[src/rtl/chop_pkg.sv]
package chop_pkg;
  typedef enum logic [1:0] {
    ST_IDLE  = 2'd0,
    ST_BLANK = 2'd1,
    ST_RUN   = 2'd2,
    ST_CUT   = 2'd3
  } chop_st_e;
endpackage

[src/rtl/chop_timer.sv]
module chop_timer #(
  parameter int W = 8
) (
  input  logic         clk,
  input  logic         rst,
  input  logic         clr,
  input  logic         load,
  input  logic [W-1:0] load_val,
  output logic         expired
);
  logic [W-1:0] cnt_q;

  always_ff @(posedge clk) begin
    if (rst || clr) begin
      cnt_q <= '0;
    end else if (load) begin
      cnt_q <= load_val;
    end else if (cnt_q != '0) begin
      cnt_q <= cnt_q - 1'b1;
    end
  end

  assign expired = (cnt_q == '0);

  // an expired counter stays at zero until it is loaded again
  p_cnt_hold_r5: assert property (@(posedge clk) disable iff (rst)
    (!clr && !load && expired) |=> expired);
endmodule

[src/rtl/chop_fsm.sv]
module chop_fsm
  import chop_pkg::*;
#(
  parameter int TOFF_W = 16
) (
  input  logic              clk,
  input  logic              rst,
  input  logic              active,
  input  logic              oc_trip,
  input  logic [TOFF_W-1:0] toff_cycles,
  input  logic              blank_done,
  input  logic              off_done,
  output logic              tmr_clr,
  output logic              blank_load,
  output logic              off_load,
  output logic [TOFF_W-1:0] off_val,
  output logic              chop
);
  chop_st_e st_q, st_d;

  always_comb begin
    st_d       = st_q;
    blank_load = 1'b0;
    off_load   = 1'b0;
    case (st_q)
      ST_IDLE: begin
        st_d       = ST_BLANK;
        blank_load = 1'b1;
      end
      ST_BLANK: if (blank_done) st_d = ST_RUN;
      ST_RUN: if (oc_trip) begin
        st_d     = ST_CUT;
        off_load = 1'b1;
      end
      ST_CUT: if (off_done) begin
        st_d       = ST_BLANK;
        blank_load = 1'b1;
      end
      default: st_d = ST_IDLE;
    endcase
    if (!active) begin
      st_d       = ST_IDLE;
      blank_load = 1'b0;
      off_load   = 1'b0;
    end
  end

  assign tmr_clr = !active;
  assign off_val = (toff_cycles == '0) ? '0 : toff_cycles - 1'b1;

  always_ff @(posedge clk) begin
    if (rst) begin
      st_q <= ST_IDLE;
      chop <= 1'b0;
    end else begin
      st_q <= st_d;
      chop <= (st_d == ST_CUT);
    end
  end

  // gate withdrawn -> idle, chop released
  p_gate_release_r2: assert property (@(posedge clk) disable iff (rst)
    !active |=> (!chop && st_q == ST_IDLE));
  // a trip in the run phase raises chop
  p_trip_chop_r4: assert property (@(posedge clk) disable iff (rst)
    (st_q == ST_RUN && active && oc_trip) |=> chop);
  // no chop can follow a blanking cycle
  p_blank_mask_r7: assert property (@(posedge clk) disable iff (rst)
    (st_q == ST_BLANK) |=> !chop);
  // expiry ends the off-time even with the comparator still high
  p_off_end_r6: assert property (@(posedge clk) disable iff (rst)
    (st_q == ST_CUT && off_done && active) |=> (!chop && st_q == ST_BLANK));
endmodule

[src/rtl/pwm_chopper.sv]
module pwm_chopper #(
  parameter int TOFF_W       = 16,
  parameter int BLANK_CYCLES = 8
) (
  input  logic              clk,
  input  logic              rst,
  input  logic              gate_en,
  input  logic              pwm_mode,
  input  logic              oc_trip,
  input  logic [TOFF_W-1:0] toff_cycles,
  output logic              chop
);
  localparam int BLK_W = $clog2(BLANK_CYCLES + 1);
  localparam logic [BLK_W-1:0] BLK_LOAD = BLK_W'(BLANK_CYCLES - 1);

  logic              active;
  logic              tmr_clr, blank_load, off_load;
  logic              blank_done, off_done;
  logic [TOFF_W-1:0] off_val;

  assign active = gate_en & pwm_mode;

  chop_fsm #(.TOFF_W(TOFF_W)) u_fsm (
    .clk        (clk),
    .rst        (rst),
    .active     (active),
    .oc_trip    (oc_trip),
    .toff_cycles(toff_cycles),
    .blank_done (blank_done),
    .off_done   (off_done),
    .tmr_clr    (tmr_clr),
    .blank_load (blank_load),
    .off_load   (off_load),
    .off_val    (off_val),
    .chop       (chop)
  );

  chop_timer #(.W(BLK_W)) u_blank (
    .clk     (clk),
    .rst     (rst),
    .clr     (tmr_clr),
    .load    (blank_load),
    .load_val(BLK_LOAD),
    .expired (blank_done)
  );

  chop_timer #(.W(TOFF_W)) u_off (
    .clk     (clk),
    .rst     (rst),
    .clr     (tmr_clr),
    .load    (off_load),
    .load_val(off_val),
    .expired (off_done)
  );

  // linear mode never leaves chop asserted
  p_linear_quiet_r3: assert property (@(posedge clk) disable iff (rst)
    !pwm_mode |=> !chop);
  // reset clears the output
  p_reset_clear_r1: assert property (@(posedge clk) rst |=> !chop);
endmodule

[config.mk]
export PLATFORM = sky130hd
export DESIGN_NAME = pwm_chopper
export DESIGN_NICKNAME = d
export VERILOG_FILES = /design/src/rtl/chop_pkg.sv /design/src/rtl/chop_timer.sv /design/src/rtl/chop_fsm.sv /design/src/rtl/pwm_chopper.sv
export SDC_FILE = /design/constraint.sdc
export NUM_CORES = 1
export LEC_CHECK = 0
export BUFFER_PORTS_ARGS = -buffer_cell sky130_fd_sc_hd__buf_2
export CORE_MARGIN = 5
export CORE_UTILIZATION = 51
export DETAILED_ROUTE_END_ITERATION = 7
export PLACE_DENSITY = 0.78
export RECOVER_POWER = 100
export SETUP_SLACK_MARGIN = 0.3
export SYNTH_ARGS = -nofsm -noshare
export SYNTH_HDL_FRONTEND = slang
export SYNTH_SLANG_ARGS = --single-unit
[constraint.sdc]
create_clock -name clk -period 1.7 [get_ports clk]
set_clock_uncertainty 0.15 [all_clocks]
set_input_delay 0.085 -clock clk [delete_from_list [all_inputs] [get_ports clk]]
set_output_delay 0.085 -clock clk [all_outputs]
set_load 0.1 [all_outputs]
==> out/qor.yml <==
critical_path:
  cp_max_fo: 6
  cp-start-kind: "flop"
  r2r_start: "u_off.cnt_q[1]$_SDFFE_PP0P_"
  critical_path_class: "flop to flop"
  r2r_slack_ns: -0.08
  r2r-end: "u_off.cnt_q[6]$_SDFFE_PP0P_"
  critPathRequiredTime_ns: 1.82
  worstRegToRegCells: 8
  crit_path_end_kind: "flop"
  cp.arrival_ns: 1.91
synth:
  synth_edf_count: 0
  avgSynthCellArea_um2: 8.22
  syn_area_um2: 1550
  ys_warn_count: 0
  async_reset_ff_share_pct: 0
  syn-num-nets: 219
  synthDistinctLibCells: 44
  ys_seq_area_share_pct: 29.8
  synthCells: 188
  synth_ff_type: "dfxtp_1"
  synth_seq_cells: 23
clock_tree:
  path_clk_slew_ns: 0.13
  cts-root-buf: "clkbuf_4"
  htree_levels: 1
  cts.path.max_buffers: 2
  clkSinkCount: 23
  insertion_delay_ns: 0.33
  cts_tree: "done"
  cts_made_buffers: 3
die:
  design.die.area_um2: 4230
  rows: 20
  core_area_um2: 2980
  die_h_um: 65.0
  ios: 22
  start_util_pct: 51.9
  die_x_um: 65.0
sta:
  min_period_ns: 1.78
  worst_slack_ns: -0.0819
  hold_violations: 0
  relSlewSlack_pct: 64.0
  period_share_pct: 105
  slew_violations: 0
  rsz0062_at_grt: "yes"
  setup_violations: 7
  fmax_ghz: 0.561
  worstMarginPinSlew_ns: 0.543
  finalSetupTns_ns: -0.266
cells_and_area:
  antenna_cells: 0
  n_fill_cell: 206
  fin_nets: 285
  syn_to_final_growth_pct: 51.6
  multiInputGateArea_um2: 1300
  drive_gt1_share_pct: 45.8
  mostFrequentLayoutCells: "27 x buf_4, 20 x buf_2, 16 x dfxtp_1"
  fin_area_um2: 2340
  final_common_cell: "buf_4"
  stdcell_count: 286
  seq_area_um2: 477
placement:
  hpwl_mm: 3.27
  place.gp.congestion: 0.867
  postPlaceCellArea_um2: 2010
  placed_cells: 265
  port_buffers: 21
routing:
  wl_mm: 4.66
  vias_per_cell: 5.87
  remaining_drc_errors: 0
  routedWlPerCell_um: 16.3
  ant_nets: 0
  vias: 1678
  drtIter0Drc: 53
  drt_first_pass_iters: 4
outcome:
  violations: "setup timing"
  status: "complete, but fails checks"
min_path:
  holdPathStages: 4
  min_path_type: "input pin to flop"
  min_to: "u_off.cnt_q[4]$_SDFFE_PP0P_"
  hp-start: "toff_cycles[4]"
global_routing:
  grt-ovfl-total: 0
  grt_pass1_wl_mm: 7.85
  grt_pass1_vias: 1724
  grt_max_degree: 14
  antenna_found_initial: 0
  grt_usage_pct: 23.6
power_and_ir_drop:
  finalPower_mw: 6.00
  irDropWorstVdd_mv: 1.32
  cellPowerDensity_nw_per_um2: 2560
  p_leak_nw: 0.955
job:
  cap_violations: 0
[layout make-up]
cell class                      instances  share of cell area, %
Sequential cell                        23                   20.4
Tap cell                               33                   1.76
Inverter                                8                   1.39
Clock buffer                            3                  0.962
Clock inverter                          1                  0.214
Timing Repair Buffer                   62                   19.7
Multi-Input combinational cell        156                   55.6
[flip-flops by register name, indices dropped and copies added, names as in the netlist]
name	flops
u_blank.cnt_q	4
u_fsm.chop	1
u_fsm.st_q	2
u_off.cnt_q	16
[layer usage]
metal	vias to the layer above	share of wire, %	track usage [%]
met1	788	41	26.3
met4	0	2.6	11.4
met2	58	52	44.6
met3	9	4.5	1.91
li1	823	-	-
met5	-	0	0
[stage by stage]
step | hold WS, ns | setup WS (ns) | utilization (%)
detailed placement | 0.152 | -0.0702 | 67.5
finish | 0.0390 | -0.0819 | 78.7
global placement | 0.138 | -0.0218 | 67.5
global route | 0.0414 | -0.121 | 78.7
CTS | -0.00576 | -0.0485 | 74.5
floorplan | 0.0131 | 0.0135 | -
[where the power goes]
group          leakage [nW]  total [mW]  switching, mW  internal [mW]
clock                0.0177       0.269          0.180         0.0886
sequential            0.191       0.967          0.221          0.746
combinational         0.746        4.76           2.32           2.44
[cell families after synthesis]
group	after synthesis	synth area share, %
simple gates	86	30.4
flops	23	29.8
buf+inv	9	2.19
xor+xnor	25	14.2
mux	1	0.729
fa+ha+maj	10	8.10
compound gates	34	14.7
[timing repair]
action / 4_1_cts / 5_1_grt
pin swaps: 4 / 14
setup endpoints to repair: 23 / 23
buffers inserted: 3 / 4
endpoints found under the hold margin: 15 / 0
resized for setup: 14 / 32
hold buffers: 10 / 0
[how the worst max path moves through the flow]
stage / startpoint / endpoint / slack [ns] / cells past startpoint
6_report: u_off.cnt_q[1]$_SDFFE_PP0P_ / u_off.cnt_q[6]$_SDFFE_PP0P_ / -0.08 / 8
5_1_grt: u_off.cnt_q[1]$_SDFFE_PP0P_ / u_off.cnt_q[6]$_SDFFE_PP0P_ / -0.12 / 8
4_1_cts: u_off.cnt_q[1]$_SDFFE_PP0P_ / u_off.cnt_q[6]$_SDFFE_PP0P_ / -0.05 / 8
3_5_place_dp: u_off.cnt_q[1]$_SDFFE_PP0P_ / u_off.cnt_q[8]$_SDFFE_PP0P_ / -0.07 / 7
3_3_place_gp: u_off.cnt_q[1]$_SDFFE_PP0P_ / u_off.cnt_q[6]$_SDFFE_PP0P_ / -0.02 / 8
2_1_floorplan: u_off.cnt_q[0]$_SDFFE_PP0P_ / u_off.cnt_q[6]$_SDFFE_PP0P_ / 0.01 / 8
[Yosys cell counts, drive strengths merged, types with 2 or more instances]
library cell / n / area (µm²)
a21oi: 10 / 50.1
nand4: 5 / 31.3
dfxtp: 23 / 460
xor2: 9 / 78.8
nor3b: 2 / 15.0
o22ai: 8 / 56.3
a22oi: 2 / 15.0
nor3: 12 / 65.1
nor4: 8 / 56.3
nand2: 14 / 52.6
nor2: 18 / 67.6
or2: 2 / 12.5
o211a: 2 / 20.0
or3: 3 / 18.8
o21ai: 3 / 15.0
inv: 8 / 30.0
xnor2: 16 / 140
nand3: 8 / 45.0
ha: 10 / 125
and3: 2 / 12.5
or4: 5 / 38.8
[worst max-delay path, stage by stage, from the launching register on]
cell	delay, ns
dfxtp_4	0.39
inv_4	0.07
ha_4	0.12
or3b_1	0.35
buf_6	0.16
nor3_4	0.11
xor2_1	0.17
a22oi_1	0.10
nor2_1	0.11
Note: power is estimated with default switching activity, not from simulation.
